--- src/rtl/tmr_pkg.sv ---
package tmr_pkg;
  typedef enum logic [2:0] {
    OFS_CNT_LO = 3'd0,
    OFS_CNT_HI = 3'd1,
    OFS_PRD_LO = 3'd2,
    OFS_PRD_HI = 3'd3,
    OFS_CTRL   = 3'd4,
    OFS_RSVD   = 3'd5,
    OFS_DIV    = 3'd6,
    OFS_PSC    = 3'd7
  } tmr_ofs_e;

  localparam int CTL_STOP   = 4;
  localparam int CTL_RELOAD = 5;
  localparam int CTL_IE     = 14;
  localparam int CTL_FLAG   = 15;
endpackage

--- src/rtl/tmr_presc.sv ---
module tmr_presc #(
  parameter int DIV_W = 16
) (
  input  logic             clk,
  input  logic             rst_n,
  input  logic             run,
  input  logic             load,
  input  logic [DIV_W-1:0] div_val,
  output logic [DIV_W-1:0] psc_cnt,
  output logic             tick
);
  assign tick = run && (psc_cnt == '0);

  always_ff @(posedge clk) begin
    if (!rst_n)        psc_cnt <= '0;
    else if (load)     psc_cnt <= div_val;
    else if (run) begin
      if (psc_cnt == '0) psc_cnt <= div_val;
      else               psc_cnt <= psc_cnt - 1'b1;
    end
  end
endmodule

--- src/rtl/tmr_core.sv ---
module tmr_core #(
  parameter int HALF_W = 16
) (
  input  logic                clk,
  input  logic                rst_n,
  input  logic                tick,
  input  logic                force_ld,
  input  logic                wr_lo,
  input  logic                wr_hi,
  input  logic [HALF_W-1:0]   wdata,
  input  logic [2*HALF_W-1:0] period,
  output logic [2*HALF_W-1:0] cnt,
  output logic                zero_ev
);
  localparam int CW = 2 * HALF_W;

  assign zero_ev = tick && (cnt == '0);

  always_ff @(posedge clk) begin
    if (!rst_n)        cnt <= '1;
    else if (force_ld) cnt <= period;
    else if (wr_lo)    cnt[HALF_W-1:0]  <= wdata;
    else if (wr_hi)    cnt[CW-1:HALF_W] <= wdata;
    else if (zero_ev)  cnt <= period;
    else if (tick)     cnt <= cnt - 1'b1;
  end
endmodule

--- src/rtl/tmr_regs.sv ---
module tmr_regs
  import tmr_pkg::*;
#(
  parameter int BUS_W = 16
) (
  input  logic               clk,
  input  logic               rst_n,
  input  logic               sel,
  input  logic               wr,
  input  logic [2:0]         addr,
  input  logic [BUS_W-1:0]   wdata,
  input  logic [2*BUS_W-1:0] cnt,
  input  logic [BUS_W-1:0]   psc_cnt,
  input  logic               zero_ev,
  output logic [BUS_W-1:0]   rdata,
  output logic [2*BUS_W-1:0] period,
  output logic [BUS_W-1:0]   div_val,
  output logic               stop,
  output logic               ie,
  output logic               flag,
  output logic               reload_stb,
  output logic               cnt_wr_lo,
  output logic               cnt_wr_hi,
  output logic               irq
);
  localparam int CW = 2 * BUS_W;

  logic wr_en, ctl_wr;
  logic [BUS_W-1:0] ctl_rd;

  assign wr_en      = sel && wr;
  assign ctl_wr     = wr_en && (addr == OFS_CTRL);
  assign reload_stb = ctl_wr && wdata[CTL_RELOAD];
  assign cnt_wr_lo  = wr_en && (addr == OFS_CNT_LO);
  assign cnt_wr_hi  = wr_en && (addr == OFS_CNT_HI);

  always_ff @(posedge clk) begin
    if (!rst_n) begin
      period  <= '1;
      div_val <= '0;
      stop    <= 1'b0;
      ie      <= 1'b0;
      flag    <= 1'b0;
      irq     <= 1'b0;
    end else begin
      irq <= zero_ev && ie;
      if (wr_en && addr == OFS_PRD_LO) period[BUS_W-1:0]  <= wdata;
      if (wr_en && addr == OFS_PRD_HI) period[CW-1:BUS_W] <= wdata;
      if (wr_en && addr == OFS_DIV)    div_val <= wdata;
      if (ctl_wr) begin
        stop <= wdata[CTL_STOP];
        ie   <= wdata[CTL_IE];
      end
      if (zero_ev)                      flag <= 1'b1;
      else if (ctl_wr && wdata[CTL_FLAG]) flag <= 1'b0;
    end
  end

  always_comb begin
    ctl_rd           = '0;
    ctl_rd[CTL_STOP] = stop;
    ctl_rd[CTL_IE]   = ie;
    ctl_rd[CTL_FLAG] = flag;
  end

  always_comb begin
    case (tmr_ofs_e'(addr))
      OFS_CNT_LO: rdata = cnt[BUS_W-1:0];
      OFS_CNT_HI: rdata = cnt[CW-1:BUS_W];
      OFS_PRD_LO: rdata = period[BUS_W-1:0];
      OFS_PRD_HI: rdata = period[CW-1:BUS_W];
      OFS_CTRL:   rdata = ctl_rd;
      OFS_DIV:    rdata = div_val;
      OFS_PSC:    rdata = psc_cnt;
      default:    rdata = '0;
    endcase
  end
endmodule

--- src/rtl/periodic_timer.sv ---
module periodic_timer #(
  parameter int BUS_W = 16
) (
  input  logic             clk,
  input  logic             rst_n,
  input  logic             bus_sel,
  input  logic             bus_wr,
  input  logic [2:0]       bus_addr,
  input  logic [BUS_W-1:0] bus_wdata,
  output logic [BUS_W-1:0] bus_rdata,
  output logic             irq_pulse
);
  localparam int CW = 2 * BUS_W;

  logic [CW-1:0]    cnt_w, period_w;
  logic [BUS_W-1:0] div_w, psc_w;
  logic stop_w, ie_w, flag_w, reload_w, wr_lo_w, wr_hi_w, tick_w, zero_w;

  tmr_regs #(.BUS_W(BUS_W)) u_regs (
    .clk(clk), .rst_n(rst_n), .sel(bus_sel), .wr(bus_wr), .addr(bus_addr),
    .wdata(bus_wdata), .cnt(cnt_w), .psc_cnt(psc_w), .zero_ev(zero_w),
    .rdata(bus_rdata), .period(period_w), .div_val(div_w), .stop(stop_w),
    .ie(ie_w), .flag(flag_w), .reload_stb(reload_w), .cnt_wr_lo(wr_lo_w),
    .cnt_wr_hi(wr_hi_w), .irq(irq_pulse)
  );

  tmr_presc #(.DIV_W(BUS_W)) u_presc (
    .clk(clk), .rst_n(rst_n), .run(!stop_w), .load(reload_w),
    .div_val(div_w), .psc_cnt(psc_w), .tick(tick_w)
  );

  tmr_core #(.HALF_W(BUS_W)) u_core (
    .clk(clk), .rst_n(rst_n), .tick(tick_w), .force_ld(reload_w),
    .wr_lo(wr_lo_w), .wr_hi(wr_hi_w), .wdata(bus_wdata),
    .period(period_w), .cnt(cnt_w), .zero_ev(zero_w)
  );
endmodule

--- config.mk ---
export PLATFORM = sky130hd
export DESIGN_NAME = periodic_timer
export DESIGN_NICKNAME = d
export VERILOG_FILES = /design/src/rtl/tmr_pkg.sv /design/src/rtl/tmr_presc.sv /design/src/rtl/tmr_core.sv /design/src/rtl/tmr_regs.sv /design/src/rtl/periodic_timer.sv
export SDC_FILE = /design/constraint.sdc
export NUM_CORES = 1
export LEC_CHECK = 0
export ABC_AREA = 0
export BUFFER_PORTS_ARGS = -buffer_cell sky130_fd_sc_hd__buf_4
export CORE_MARGIN = 2
export CORE_UTILIZATION = 56
export CTS_BUF_LIST = sky130_fd_sc_hd__clkbuf_8
export CTS_CLUSTER_SIZE = 16
export DETAILED_ROUTE_END_ITERATION = 10
export HOLD_SLACK_MARGIN = 0.05
export MAX_ROUTING_LAYER = met4
export PLACE_DENSITY = 0.83
export SLEW_MARGIN = 0
export SYNTH_ARGS = -nofsm -noshare
export SYNTH_HDL_FRONTEND = slang
export SYNTH_SLANG_ARGS = --single-unit
--- constraint.sdc ---
create_clock -name clk -period 6.61 [get_ports clk]
set_input_delay 1.983 -clock clk [delete_from_list [all_inputs] [get_ports clk]]
set_output_delay 1.983 -clock clk [all_outputs]
set_load 0.01 [all_outputs]
### Word-level counts from Yosys, hierarchy flattened

Cells that the tools add are included.
W data, S select, Z words.

* bits in registers: 100
* bits in latches: 0
* memory bits (writable): 0
* memory bits (read-only): 0
* input bits: 23
* output and inout bits: 17
* logic and storage cells: 55
* memories: 0

* add/sub/neg operators: 2
* $mul: 0
* div/mod/pow operators: 0
* order comparisons: 0
* eq/ne operators: 9
* shift operators: 0
* mux-type cells: 13
* bitwise logic cells: 0
* reductions and logical operators: 21

Operators with widths (count)
* $mux W16: 7
* $pmux W16 S7: 1
* $mux W32: 3
* $logic_not A32 Y1: 1
* $sub A32 B1 Y32 const B: 1
* $logic_not A16 Y1: 1
* $sub A16 B1 Y16 const B: 1
* $logic_and A1 B1 Y1: 12
* $eq A3 B3 Y1 const B: 3
* $reduce_bool A4 Y1: 2
* $eq A3 B2 Y1 const B: 2
* $ne A2 B2 Y1 const B: 2
* $reduce_and A2 Y1: 2
* $eq A3 B1 Y1 const B: 1
* $logic_not A3 Y1: 1
* $ne A3 B2 Y1 const B: 1
* $mux W1: 2
* $reduce_bool A2 Y1: 1
* $logic_not A1 Y1: 1

### Longest topological paths before layout

* word-level depth: 7
* depth in mapped cells: 10
* mapped depth without buffers: 8

### By module

Synthesis repeated with hierarchy kept, for this count alone.

* cells, all modules: 838
* area, all modules: 6657.6 um2

By module, submodules not included
* tmr_regs: instances 1, cells an instance 329, area each 2905.3 um2, seq. area each 1041.0 um2
* tmr_core: instances 1, cells an instance 359, area each 2623.8 um2, seq. area each 640.6 um2
* tmr_presc: instances 1, cells an instance 149, area each 1124.8 um2, seq. area each 320.3 um2
* periodic_timer: instances 1, cells an instance 1, area each 3.8 um2, seq. area each 0.0 um2

### Worst setup path after synthesis

OpenSTA, ideal clock, no wires.

* kind: input to output
* start: input port bus_addr[0]
* end: output port bus_rdata[1]
* arrival time: 3.974 ns
* data required time: 4.627 ns
* path slack: 0.653 ns
* stages: 7
* path buffers: 4
* cells stage by stage: clkbuf_1 buf_1 clkbuf_1 buf_1 nor2_1 a22oi_1 o221ai_1

* cells in the longest elaborated chain, start to end: 2
* elaborated cells between the ends (all ways): 8
* classes of those cells: eq/ne: 6; mux: 1; reduce/logical: 1

RTL lines
* from (decl): RTL line periodic_timer.sv:8 `input logic [2:0] bus_addr,`
* $eq A3 B3 Y1, or another cell as far along: RTL line tmr_regs.sv:67 `case (tmr_ofs_e'(addr))`
* $pmux W16 S7 *: RTL line tmr_regs.sv:67
* to (decl): RTL line periodic_timer.sv:10 `output logic [BUS_W-1:0] bus_rdata,`

Mark *: on every way between the ends. The rest lies on a longest branch, timed or not.

### Worst setup path in the final report

* start: input port bus_addr[1]
* end: output port bus_rdata[7]

Same word-level chain as after synthesis.

==> out/metrics.cfg <==
[synthesis]
yosysMostFrequentCell=nand2_1
ys_top_cells_by_area=dfxtp_1, nand2_1, mux2i_1
netlist_instances=812
netlist_area_um2=6140
ys_seq_area_share_pct=32.6
avgSynthCellArea_um2=7.56
synth.largest_area_cell=dfxtp_1
ys.flop_type=dfxtp_1
yosysWarningCount=0
async_flop_share_pct=0
synth_fp_nets=838
ys_types=61
synth.top_cell.area_share_pct=32.6
synth-edff-count=0
synth_common_cells=nand2_1, dfxtp_1, nor2_1
ys_seq_elements=100

[cts]
cts_resized=0
clkLatencyLatePin_ps=400
clk_pin_slew_ps=90
h-tree-depth=3
cts_root_buf=clkbuf_8
numCtsBuffers=9
postCtsHoldBufs=0
cts_buffer_depth=2
clock_sinks=100
cts_tree=yes
postCtsSetupBuffers=0

[sta]
slew-limit-headroom_pct=2.77
finalSetupViolations=0
fmax_mhz=175
fin_tns_setup_ps=0
hold_viol=0
finalClockSkew_ps=11.9
rsz0062_at_grt=no
period_minus_slack_ps=5720
finalCritPeriodShare_pct=86.5
slew_violations=0
worstMarginPinSlew_ps=1450

[job]
cap_viol_max_count=0

[placement]
portBuffers=39
place_congestion=1.07
place_inst=944
dp_hpwl_um=15700

[grt]
grt_pass1_vias=6178
grt_pass1_wl_um=34500
grt_max_degree=60
grt_usage_pct=39.9
antenna_found_initial=0
grt_overflow_total=0

[critical_path]
worstSetupEndpointType=output port
crit_arrival_ps=3730
critPathRequiredTime_ps=4630
start_kind=primary input
crit_type=in -> out
crit_fanout=32

[finish]
fillers=1019
area_growth_pct=8.50
final_cells=959
drive_gt1_share_pct=11.1
post-route-util_pct=62.0
diodes=0
final_nets=841

[routing]
drt-vias-per-instance=7.15
wire_per_inst_um=23.5
vias=6855
finalWirelength_um=22500
dr.pass1.iters=6
drc=0
drtIter0Drc=940
ant_nets=0

[pwr]
p_int_mw=1.17
switchingPower_uw=836
powerDensity_nw_per_um2=302
seq_power_share_pct=42.6
p_clk_share_pct=18.2
power.leakage_nw=2.53
swShare_pct=41.6
comb_power_share_pct=39.2
irDropWorstVdd_mv=0.223

[floorplanning]
initial_core_util_pct=57.1
core-area_um2=10700
die-height_um=109
ios=40
rows=38
die_w_um=109
die_area_um2=11800

[min_path]
hp-class=reg -> reg

[outcome]
outcome=finished clean

==> power groups by stage <==
| stage | clock, mW | combinational [mW] | sequential, mW |
|---|---|---|---|
| 4_1_cts | 0.366 | 0.767 | 0.846 |
| 2_1_floorplan | 0 | 0.573 | 0.790 |
| 3_3_place_gp | 0 | 0.731 | 0.854 |
| 3_5_place_dp | 0 | 0.762 | 0.859 |
| 5_1_grt | 0.391 | 0.852 | 0.868 |
| 6_report | 0.366 | 0.787 | 0.856 |
==> cell type report <==
type                       instances  area [um2]  share of cell area, %
inverter                          19        71.3                   1.07
clock inverter                     4        17.5                  0.263
clock buffer                      11         151                   2.27
multi-input combinational        632        3840                   57.7
timing repair buffer              53         398                   5.98
tap                              140         175                   2.63
sequential                       100        2000                   30.1
==> final timing paths <==
check | start | end | slack, ps | cells after the start
hold reg to reg | u_regs.flag | u_regs.flag | 470 | 2
hold / removal | u_regs.flag | u_regs.flag | 470 | 2
setup reg to reg | u_core.cnt[0] | u_core.cnt[4] | 2980 | 8
setup / recovery | bus_addr[1] | bus_rdata[7] | 890 | 6
==> worst max-delay path, cell delays in order <==
cell      delay (ps)
buf_4            370
inv_1            320
nor2_1           440
a22oi_1          170
o221ai_1         270
buf_4            170
==> logic make-up (layout without fill, tap and decap cells) <==
group | after synthesis | in the layout | synth area share (%)
AO/OA/AOI/OAI | 227 | 227 | 24.1
XOR/XNOR | 17 | 17 | 2.43
adder cells (fa/ha/maj) | 3 | 3 | 0.612
buffers and inverters | 80 | 87 | 4.93
flip-flops | 100 | 100 | 32.6
multiplexers | 49 | 49 | 9.36
AND/OR/NAND/NOR | 336 | 336 | 25.9
==> per-layer routing <==
layer | part of all wire, % | GRT usage, % | up-vias
met5 | 0 | - | -
met4 | 5.5 | 19.8 | 0
met3 | 10 | 8.67 | 109
met2 | 44 | 60.0 | 494
met1 | 39 | 51.0 | 3241
li1 | - | - | 3011
==> sequential cells by signal, summed over array words and instances, names as in the netlist <==
name,count
u_regs.period,32
u_regs.flag,1
u_regs.div_val,16
u_core.cnt,32
u_regs.ie,1
u_regs.irq,1
u_presc.psc_cnt,16
u_regs.stop,1
==> cells in the final DEF (no fill, tap or decap), types with 11 or more instances in the layout <==
master / instances
nand2_1: 136
dfxtp_1: 100
nor2_1: 59
a21oi_1: 58
buf_4: 53
o21ai_0: 48
nand3_1: 37
mux2i_1: 36
inv_1: 20
nor3_1: 18
o221ai_1: 18
o22ai_1: 15
or4_1: 13
o31ai_1: 13
nor4_1: 13
xnor2_1: 13
or3_1: 13
nand4_1: 12
o211ai_1: 12
a31oi_1: 11
clkbuf_8: 11
==> per-stage QoR <==
stage	power (mW)	worst slack, ps	hold slack (ps)	cell area [um2]
3_3_place_gp	1.59	1060	445	6490
5_1_grt	2.11	848	504	6660
6_report	2.01	894	472	6660
3_5_place_dp	1.62	975	459	6490
4_1_cts	1.98	973	471	6660
2_1_floorplan	1.36	653	436	6140
Power figures use the tool's default switching activity.
